### src/rtl/tone_pkg.sv
// tone_pkg: shared widths, divide ratios and sine quarter-wave values for
// the dual tone synthesizer. Assumes a 28-step cycle so that a quarter
// wave is exactly 7 steps.
package tone_pkg;
    localparam int STEPS      = 28;
    localparam int HALF       = STEPS / 2;
    localparam int QUARTER    = STEPS / 4;
    localparam int SAMPLE_W   = 8;
    localparam int PEAK       = 127;
    localparam int SEL_W      = 2;
    localparam int NUM_SEL    = 1 << SEL_W;
    localparam int DIV_W      = 8;
    localparam int PH_W       = $clog2(STEPS);
    localparam int EMPH_NUM   = 11;
    localparam int EMPH_SHIFT = 3;
    localparam int EMPH_W     = SAMPLE_W + $clog2(EMPH_NUM + 1);
    localparam int OUT_W      = 10;
    localparam int NUM_GRP    = 2;

    localparam int LOW_DIV  [NUM_SEL] = '{184, 166, 150, 136};
    localparam int HIGH_DIV [NUM_SEL] = '{106, 96, 86, 78};

    typedef logic [DIV_W-1:0]           div_t;
    typedef logic [PH_W-1:0]            phase_t;
    typedef logic [SEL_W-1:0]           sel_t;
    typedef logic signed [SAMPLE_W-1:0] sample_t;
    typedef logic signed [EMPH_W-1:0]   emph_t;
    typedef enum logic {GRP_LOW = 1'b0, GRP_HIGH = 1'b1} group_e;

    // Clocks per sine step for a group and selector value.
    function automatic div_t step_ratio(group_e grp, sel_t sel);
        if (grp == GRP_LOW) return div_t'(LOW_DIV[sel]);
        return div_t'(HIGH_DIV[sel]);
    endfunction

    // Rounded magnitude of PEAK*sin for steps 0..QUARTER of the cycle.
    function automatic sample_t quarter_mag(phase_t idx);
        case (idx)
            phase_t'(0): return sample_t'(0);
            phase_t'(1): return sample_t'(28);
            phase_t'(2): return sample_t'(55);
            phase_t'(3): return sample_t'(79);
            phase_t'(4): return sample_t'(99);
            phase_t'(5): return sample_t'(114);
            phase_t'(6): return sample_t'(124);
            phase_t'(7): return sample_t'(PEAK);
            default:     return sample_t'(0);
        endcase
    endfunction
endpackage

### src/rtl/tone_step_counter.sv
// tone_step_counter: counts reference clocks up to the step length and
// advances a wrapping step index at each terminal count.
// Assumes ratio >= 1 and ratio steady while en is high. Clearing en
// returns count and step to zero, so a tone always starts at step 0.
module tone_step_counter
    import tone_pkg::*;
(
    input  logic   clk,
    input  logic   rst_n,
    input  logic   en,
    input  div_t   ratio,
    output phase_t phase,
    output div_t   count
);
    div_t   cnt_q;
    phase_t ph_q;
    logic   step_end;

    // Terminal count of the current step (>= keeps it bounded).
    assign step_end = (cnt_q >= (ratio - div_t'(1)));

    // Clock count and step index, cleared by reset or by a low enable.
    always_ff @(posedge clk) begin
        if (!rst_n || !en) begin
            cnt_q <= '0;
            ph_q  <= '0;
        end else if (step_end) begin
            cnt_q <= '0;
            ph_q  <= (ph_q == phase_t'(STEPS - 1)) ? '0 : ph_q + phase_t'(1);
        end else begin
            cnt_q <= cnt_q + div_t'(1);
        end
    end

    assign phase = ph_q;
    assign count = cnt_q;
endmodule

### src/rtl/tone_sine_rom.sv
// tone_sine_rom: maps a step index to a signed sine sample using
// quarter-wave symmetry. Outputs zero when the group is disabled.
// Assumes phase < STEPS.
module tone_sine_rom
    import tone_pkg::*;
(
    input  logic    en,
    input  phase_t  phase,
    output sample_t sample
);
    logic    neg_half;
    phase_t  in_half;
    phase_t  q_idx;
    sample_t mag;

    // Fold the step into the first quarter and pick the sign.
    always_comb begin
        neg_half = (phase >= phase_t'(HALF));
        in_half  = neg_half ? (phase - phase_t'(HALF)) : phase;
        q_idx    = (in_half > phase_t'(QUARTER)) ? (phase_t'(HALF) - in_half) : in_half;
        mag      = quarter_mag(q_idx);
        if (!en)
            sample = '0;
        else if (neg_half)
            sample = -mag;
        else
            sample = mag;
    end
endmodule

### src/rtl/tone_emphasis.sv
// tone_emphasis: scales a signed sample by EMPH_NUM / 2**EMPH_SHIFT
// with floor rounding (arithmetic shift). Pure combinational.
module tone_emphasis
    import tone_pkg::*;
(
    input  sample_t sample_in,
    output emph_t   sample_out
);
    localparam emph_t GAIN = emph_t'(EMPH_NUM);

    emph_t widened;
    emph_t product;

    // Widen, multiply and shift down by the gain denominator.
    always_comb begin
        widened    = emph_t'(sample_in);
        product    = widened * GAIN;
        sample_out = product >>> EMPH_SHIFT;
    end
endmodule

### src/rtl/tone_pair_synth.sv
// tone_pair_synth: two divided-clock sine generators (low and high group)
// whose samples are summed, with pre-emphasis on the high group, into a
// registered signed output word. Assumes clk is the tone reference clock
// and that each selector stays steady while its group is enabled.
module tone_pair_synth
    import tone_pkg::*;
(
    input  logic                    clk,
    input  logic                    rst_n,
    input  logic                    low_en,
    input  logic [SEL_W-1:0]        low_sel,
    input  logic                    high_en,
    input  logic [SEL_W-1:0]        high_sel,
    output logic signed [OUT_W-1:0] tone_out
);
    logic [NUM_GRP-1:0]            en_v;
    logic [NUM_GRP-1:0][SEL_W-1:0] sel_v;
    logic [NUM_GRP-1:0][DIV_W-1:0] ratio_v;
    logic [NUM_GRP-1:0][PH_W-1:0]  phase_v;
    logic [NUM_GRP-1:0][DIV_W-1:0] cnt_v;
    sample_t                       samp_v [NUM_GRP];
    emph_t                         high_emph;
    logic signed [OUT_W-1:0]       sum_d;
    logic signed [OUT_W-1:0]       out_q;

    assign en_v  = {high_en, low_en};
    assign sel_v = {high_sel, low_sel};

    // One step counter and sine lookup per tone group.
    for (genvar g = 0; g < NUM_GRP; g++) begin : g_grp
        phase_t ph_w;
        div_t   cnt_w;
        assign ratio_v[g] = step_ratio((g == 0) ? GRP_LOW : GRP_HIGH, sel_v[g]);

        tone_step_counter u_cnt (
            .clk   (clk),
            .rst_n (rst_n),
            .en    (en_v[g]),
            .ratio (ratio_v[g]),
            .phase (ph_w),
            .count (cnt_w)
        );

        tone_sine_rom u_rom (
            .en     (en_v[g]),
            .phase  (ph_w),
            .sample (samp_v[g])
        );

        assign phase_v[g] = ph_w;
        assign cnt_v[g]   = cnt_w;
    end

    tone_emphasis u_emph (
        .sample_in  (samp_v[1]),
        .sample_out (high_emph)
    );

    // Mix the low sample with the emphasised high sample.
    assign sum_d = OUT_W'(samp_v[0]) + OUT_W'(high_emph);

    // Output register, cleared by reset.
    always_ff @(posedge clk) begin
        if (!rst_n)
            out_q <= '0;
        else
            out_q <= sum_d;
    end

    assign tone_out = out_q;
endmodule

### config.mk
export PLATFORM = sky130hd
export DESIGN_NAME = tone_pair_synth
export DESIGN_NICKNAME = d
export VERILOG_FILES = /design/src/rtl/tone_pkg.sv /design/src/rtl/tone_step_counter.sv /design/src/rtl/tone_sine_rom.sv /design/src/rtl/tone_emphasis.sv /design/src/rtl/tone_pair_synth.sv
export SDC_FILE = /design/constraint.sdc
export NUM_CORES = 1
export LEC_CHECK = 0
export CORE_MARGIN = 2
export CORE_UTILIZATION = 45
export DETAILED_ROUTE_END_ITERATION = 10
export GPL_TIMING_DRIVEN = 0
export RECOVER_POWER = 100
export SKIP_CTS_REPAIR_TIMING = 1
export SLEW_MARGIN = 20
export SYNTH_ARGS = -nofsm -noshare
export SYNTH_HDL_FRONTEND = slang
export SYNTH_SLANG_ARGS = --single-unit
### constraint.sdc
create_clock -name clk -period 8.95 [get_ports clk]
set_clock_uncertainty 0.1 [all_clocks]
set_input_delay 0.895 -clock clk [delete_from_list [all_inputs] [get_ports clk]]
set_output_delay 0.895 -clock clk [all_outputs]
set_load 0.05 [all_outputs]
======== Word-level counts from Yosys, hierarchy flattened ========
Memory sizes are Yosys's and may differ from the RTL's.
Index checks and enable logic that the tools add are counted.
storage, ports and cells
  memory bits (read-only) ................. 112
  logic and storage cells ................. 60
  bits of input ports ..................... 8
  bits in registers ....................... 36
  memories kept ........................... 2
  output and inout port bits .............. 10
cells by class
  reduce and logical (&&, ||, !) cells .... 9
  bitwise operators ....................... 2
  $lt $le $gt $ge ......................... 8
  add/sub/neg operators ................... 13
  multiply operators ...................... 1
  equality and inequality tests ........... 2
  multiplexer cells ....................... 18
memories
  name             words  bits a word  rd ports  clocked after Yosys merged registers in  write ports  RTL line        RTL
  (no name shown)  8      7            1         0                                        0            tone_pkg.sv:38  case (idx)
  (no name shown)  8      7            1         0                                        0            tone_pkg.sv:38
operators with widths
  cell                  number
  $bmux 32 s2           2
  $mux 8                10
  $mux 5                6
  $add 8x1->8 const B   2
  $ge 8x8->1            2
  $neg 8->8             2
  $sub 8x1->8 const B   2
  $mul 8x5->12 const B  1
  $add 5x1->5 const B   2
  $add 8x9->10          1
  $eq 5x5->1 const B    2
  $ge 5x4->1 const B    2
  $gt 5x3->1 const B    2
  $sub 4x5->5 const A   2
  $sub 5x4->5 const B   2
  $ge 3x3->1 const B    2
  $not 2->3             2
  $logic_not 2->1       2
  $reduce_or 2->1       2
  $logic_not 1->1       3
  $logic_or 1x1->1      2

======== Longest topological paths before layout ========
  word-level depth ........................ 11
  mapped depth ............................ 39
  gate-level depth less buffers ........... 38

======== Cells and area by module ========
A second synthesis with hierarchy kept.
second synthesis, totals
  cells, all modules ...................... 646
  area total of the unflattened synthesis .. 5089.9 um^2
by module, submodules not included
  module                          cells each  instances  seq. area each (um^2)  area each (um^2)
  tone_step_counter               96          2          260.2                  818.3
  tone_sine_rom (g_grp[1].u_rom)  149         1          0.0                    1096.1
  tone_sine_rom (g_grp[0].u_rom)  131         1          0.0                    894.6
  tone_emphasis                   89          1          0.0                    734.5
  tone_pair_synth                 85          1          200.2                  728.2

======== Least setup slack after synthesis ========
Ideal clock, no wire load.
  path type ............................... flip-flop to flip-flop
  start ................................... reg g_grp[1].u_cnt.ph_q[0]
  end ..................................... reg out_q[8] (netlist: tone_out[8])
  period minus slack after synthesis ...... 6581 ps
  library setup time ...................... 115 ps
  cell stages (with the launch flop) ...... 39
  setup slack ............................. 2369 ps
  data required time ...................... 8735 ps
  buffers on the path ..................... 1
  arrival ................................. 6366 ps
  cells stage by stage .................... dfxtp_1 -> buf_2 -> inv_1 -> ha_1 -> nand3_2 -> nand2_2 -> xnor2_1 -> inv_1 -> ha_1 -> nor2b_1 -> nand2_1 -> o221ai_2 -> inv_2 -> ha_1 -> inv_1 -> o21ai_0 -> nand2b_1 -> ha_1 -> [3 not listed] -> ha_1 -> ha_1 -> xor2_1 -> ha_1 -> nor2b_1 -> o21ai_0 -> nand2b_1 -> a21oi_1 -> nor2b_1 -> o21ai_0 -> nand2_1 -> a21oi_1 -> xor2_1 -> xnor2_1 -> ha_1 -> a21oi_1 -> xnor2_1 -> and2_1
on the way
  cells in the longest elaborated chain, start to end .. 11
  elaborated cells on any way between the ends .. 14
  those cells by class .................... add/sub (4); mul (1); order compare (2); mux (5); reduce/logical (1); memory (1)
RTL lines
  element                                                RTL line                                  RTL
  start: declaration                                     tone_step_counter.sv:16                   phase_t ph_q;
  start signal: assignment                               tone_step_counter.sv:29                   ph_q <= (ph_q == phase_t'(STEPS - 1)) ? '0 : ph_q + phase_t'(1);
  $sub 5x4->5 / $ge 5x4->1 (equally long branches)       tone_sine_rom.sv:19, tone_sine_rom.sv:18
  $mux 5                                                 tone_sine_rom.sv:19                       in_half = neg_half ? (phase - phase_t'(HALF)) : phase;
  $sub 4x5->5 / $gt 5x3->1 (equally long branches)       tone_sine_rom.sv:20                       q_idx = (in_half > phase_t'(QUARTER)) ? (phase_t'(HALF) - in_half) : in_half;
  $mux 5                                                 tone_sine_rom.sv:20
  $mem_v2 8x7 / $logic_not 2->1 (equally long branches)  -
  $mux 8                                                 tone_pkg.sv:38
  $neg 8->8                                              tone_sine_rom.sv:25                       sample = -mag;
  $mux 8 (*)                                             tone_sine_rom.sv:24                       else if (neg_half)
  $mux 8 (*)                                             tone_sine_rom.sv:22                       if (!en)
  $mul 8x5->12 (*)                                       tone_emphasis.sv:17                       product = widened * GAIN;
  $add 8x9->10 (*)                                       tone_pair_synth.sv:60                     assign sum_d = OUT_W'(samp_v[0]) + OUT_W'(high_emph);
  end signal: assignment                                 tone_pair_synth.sv:67                     out_q <= sum_d;
  end: declaration                                       tone_pair_synth.sv:24                     logic signed [OUT_W-1:0] out_q;
Every way passes the cells marked *; elsewhere a longest branch is shown, timed or not.
A chain may end at the register's enable or synchronous reset.

======== Worst setup path after layout ========
Ends and elaborated chain as after synthesis.

==> results.md <==
* Outcome: finished, final reports clean
* Area Overhead vs Synth at 11.01%
* Startpoint-to-endpoint class of the critical path: reg -> reg
* Data arrival time at the worst-slack endpoint at 7.83 ns
* Via count at 3427
* Count of TritonRoute iterations in the first routing pass at 4
* Worst-path maximum fanout at 9
* Slowest CP cell: o221ai_1
* Worst IR Drop VDD at 0.00006008 V
* Post-Synthesis Cell Area at 4114 um2
* Leading cell type by number of instances after synthesis: ha_1
* Compound-gate portion of the synthesized area at 21.05%
* Wire length of the first global-routing pass at 14.49 mm
* Critical path's top delay family: adder cells
* Max clock buf depth at 2
* Core region area at 8806 um2
* Area share of and/or/nand/nor cells after synthesis at 22.29%
* Aggregate routed wire length at 7.895 mm
* Cell count after synthesis at 504
* Required time of the worst setup path at 9.03 ns
* Post-synthesis async set-or-reset flop share at 0%
* Top cell type by total area after synthesis: ha_1
* Total design power at 0.0003833 W
* Largest stage delay on the critical path at 0.46 ns
* Multiplexer fraction of the synthesized cell area at 2.251%
* Die extent in y at 99.62 um
* GRT Overall Usage at 17.07%
* Startpoint types: flip-flop
* Detailed-route DRC error count at 0
* Detail Route Antenna Nets at 0
* Leakage at 2.152 nW
* Adder-Cell Fraction of Synth Area at 22.20%
* Cts bufs inserted at 5
* Leading register cell type out of synthesis: dfxtp_1
* Average cell area after synthesis at 8.163 um2
* Number of levels in the clock H-tree at 2
* Routed via count divided by cell count at 5.380
* Share of layout cells above drive strength 1 at 8.318%
* Time the final worst path needs with I/O delays and setup at 7.746 ns
* Final setup TNS at 0 ns
* TritonCTS clock tree: built
* Setup violations, final at 0
* Hold/Removal Path Class: reg -> reg
* Buffers and inverters on the worst path at 5
* Post-route clock period utilization at 86.55%
* Initial antenna violation count at 0
* Hold Violations, Final at 0
* Congestion Overflow GR at 0
* Effective utilization at floorplan at 46.72%
* Clock transition time at the flip-flop clock pins of the worst setup and hold paths at 0.07 ns
* Endpoint class of the critical path: flip-flop
* Register area share after synthesis at 17.52%
* Clock tree root driver cell: clkbuf_8
* Mapped Nets at 582
* Total power per unit cell area at 83.93 nW/um2
* Upper clock frequency limit at 129.1 MHz
* Pin count of the biggest net entering global routing at 13
* Biggest area contributors in the synthesized netlist: ha_1, dfxtp_1, xnor2_1
* Rel. slew slack at 48.58%
* Overall die area at 9923 um2
* Clock network latency to the later pin of the worst-skew pair at 0.29 ns
* Netlist cell types at 68
* Final HPWL DP at 6.347 mm
* Violation count after the first detailed-routing iteration at 70
* CP most frequent cell: ha_1
* Number of warnings issued by yosys at 0
* RSZ-0062 raised after global routing: false
* Dominant combinational cell family by area after synthesis: simple AND/OR/NAND/NOR gates
* Diode count at 0
* Layout Nets at 606
* Sink count of the clock tree at 36
* Via count of the first global-routing pass at 3319
* Port-buffer cells at 17
* Number of top-level pins at 18
* EDFF count, synth at 0
* Fraction of synthesized cell area taken by the top area cell type at 19.77%
* RD Place Congestion at 0.8348
* Number of storage elements in the synthesis netlist at 36
* Die W at 99.62 um
* Slew Viols, Final at 0
* Number of cell rows at 34
* Worst-Margin Slew at 0.7667 ns
* Share of the synthesized netlist area taken by xor and xnor gates at 8.942%
* Synth cell count leaders: ha_1, nor2_1, a21oi_1, dfxtp_1, inv_1
* # Max-Cap Violations at 0
* Avg WL per Cell at 12.39 um
cell type report:
class	instances	area, um2
inverters	35	131.4
flip-flops and latches	36	720.7
fillers	828	4239
clock inverters	3	90.09
plain buffers	16	97.59
clock buffers	5	68.82
multi-input cells	417	3153
repair buffers	17	170.2
well taps	108	135.1
through the flow:
step                area (um2)  utilization, %  hold slack, ns  setup WS (ns)  cells
finish                    4567           51.86          0.3846          1.204    637
global route              4567           51.86          0.4232         0.2798    637
CTS                       4578           51.99          0.3904          1.379    637
detailed placement        4419           50.18          0.3747          1.425    629
global placement          4419           50.18          0.3764          1.447    629
floorplan                 4114               -          0.3374          2.369    504
state kept, by name (all words and copies together), names as in the netlist:
signal,cells
g_grp.u_cnt.phase,10
tone_out,10
g_grp.u_cnt.count,16
logic make-up after synthesis:
logic type | Yosys count
and+or+nand+nor | 176
AOI/OAI and AO/OA | 118
adders and majority gates | 70
buffers and inverters | 51
xor gates and xnor gates | 42
DFF | 36
muxes | 9
other | 2
cells in the final DEF (no fill, tap or decap), types with 14 or more instances in the layout:
cell type | Yosys | layout
nand3_1 | 21 | 22
a21oi_1 | 36 | 36
ha_1 | 65 | 65
xnor2_1 | 23 | 23
nor2b_1 | 14 | 14
nor2_1 | 48 | 48
xor2_1 | 19 | 19
o21ai_0 | 18 | 18
nand2_1 | 26 | 26
dfxtp_1 | 36 | 36
inv_1 | 33 | 33
metal layers:
layer	part of all wire [%]	vias to the layer above	GRT usage, %
li1	-	1810	-
met1	49	1572	21.86
met2	48	41	30.67
met3	2.5	4	2.530
met4	0.47	0	3.056
met5	0	-	0
final timing paths:
check,startpoint,end,slack (ns),depth (start not counted)
min reg2reg,g_grp[0].u_cnt.count[0]$_SDFF_PP0_,g_grp[0].u_cnt.count[0]$_SDFF_PP0_,0.38,1
max reg2reg,g_grp[1].u_cnt.phase[0]$_SDFFE_PP0P_,tone_out[8]$_SDFF_PN0_,1.20,38
max,g_grp[1].u_cnt.phase[0]$_SDFFE_PP0P_,tone_out[8]$_SDFF_PN0_,1.20,38
min,g_grp[0].u_cnt.count[0]$_SDFF_PP0_,g_grp[0].u_cnt.count[0]$_SDFF_PP0_,0.38,1
worst register-to-register path, delay by kind of cell (launching register included):
family	cells	cell delay, ns
simple gates	12	1.67
flops	1	0.41
xor+xnor	5	0.75
fa+ha+maj	8	2.22
compound gates	8	1.72
buf+inv	5	0.80
report_power, final:
group,internal [W],total (W),switching (W),leakage [nW]
Clock,0.000139,0.000201,0.0000617,0.0784
Combinational,0.00000849,0.0000199,0.0000114,1.78
Sequential,0.000161,0.000162,0.00000121,0.290
Total,0.000309,0.000383,0.0000744,2.15
Power figures use the tool's default switching activity.
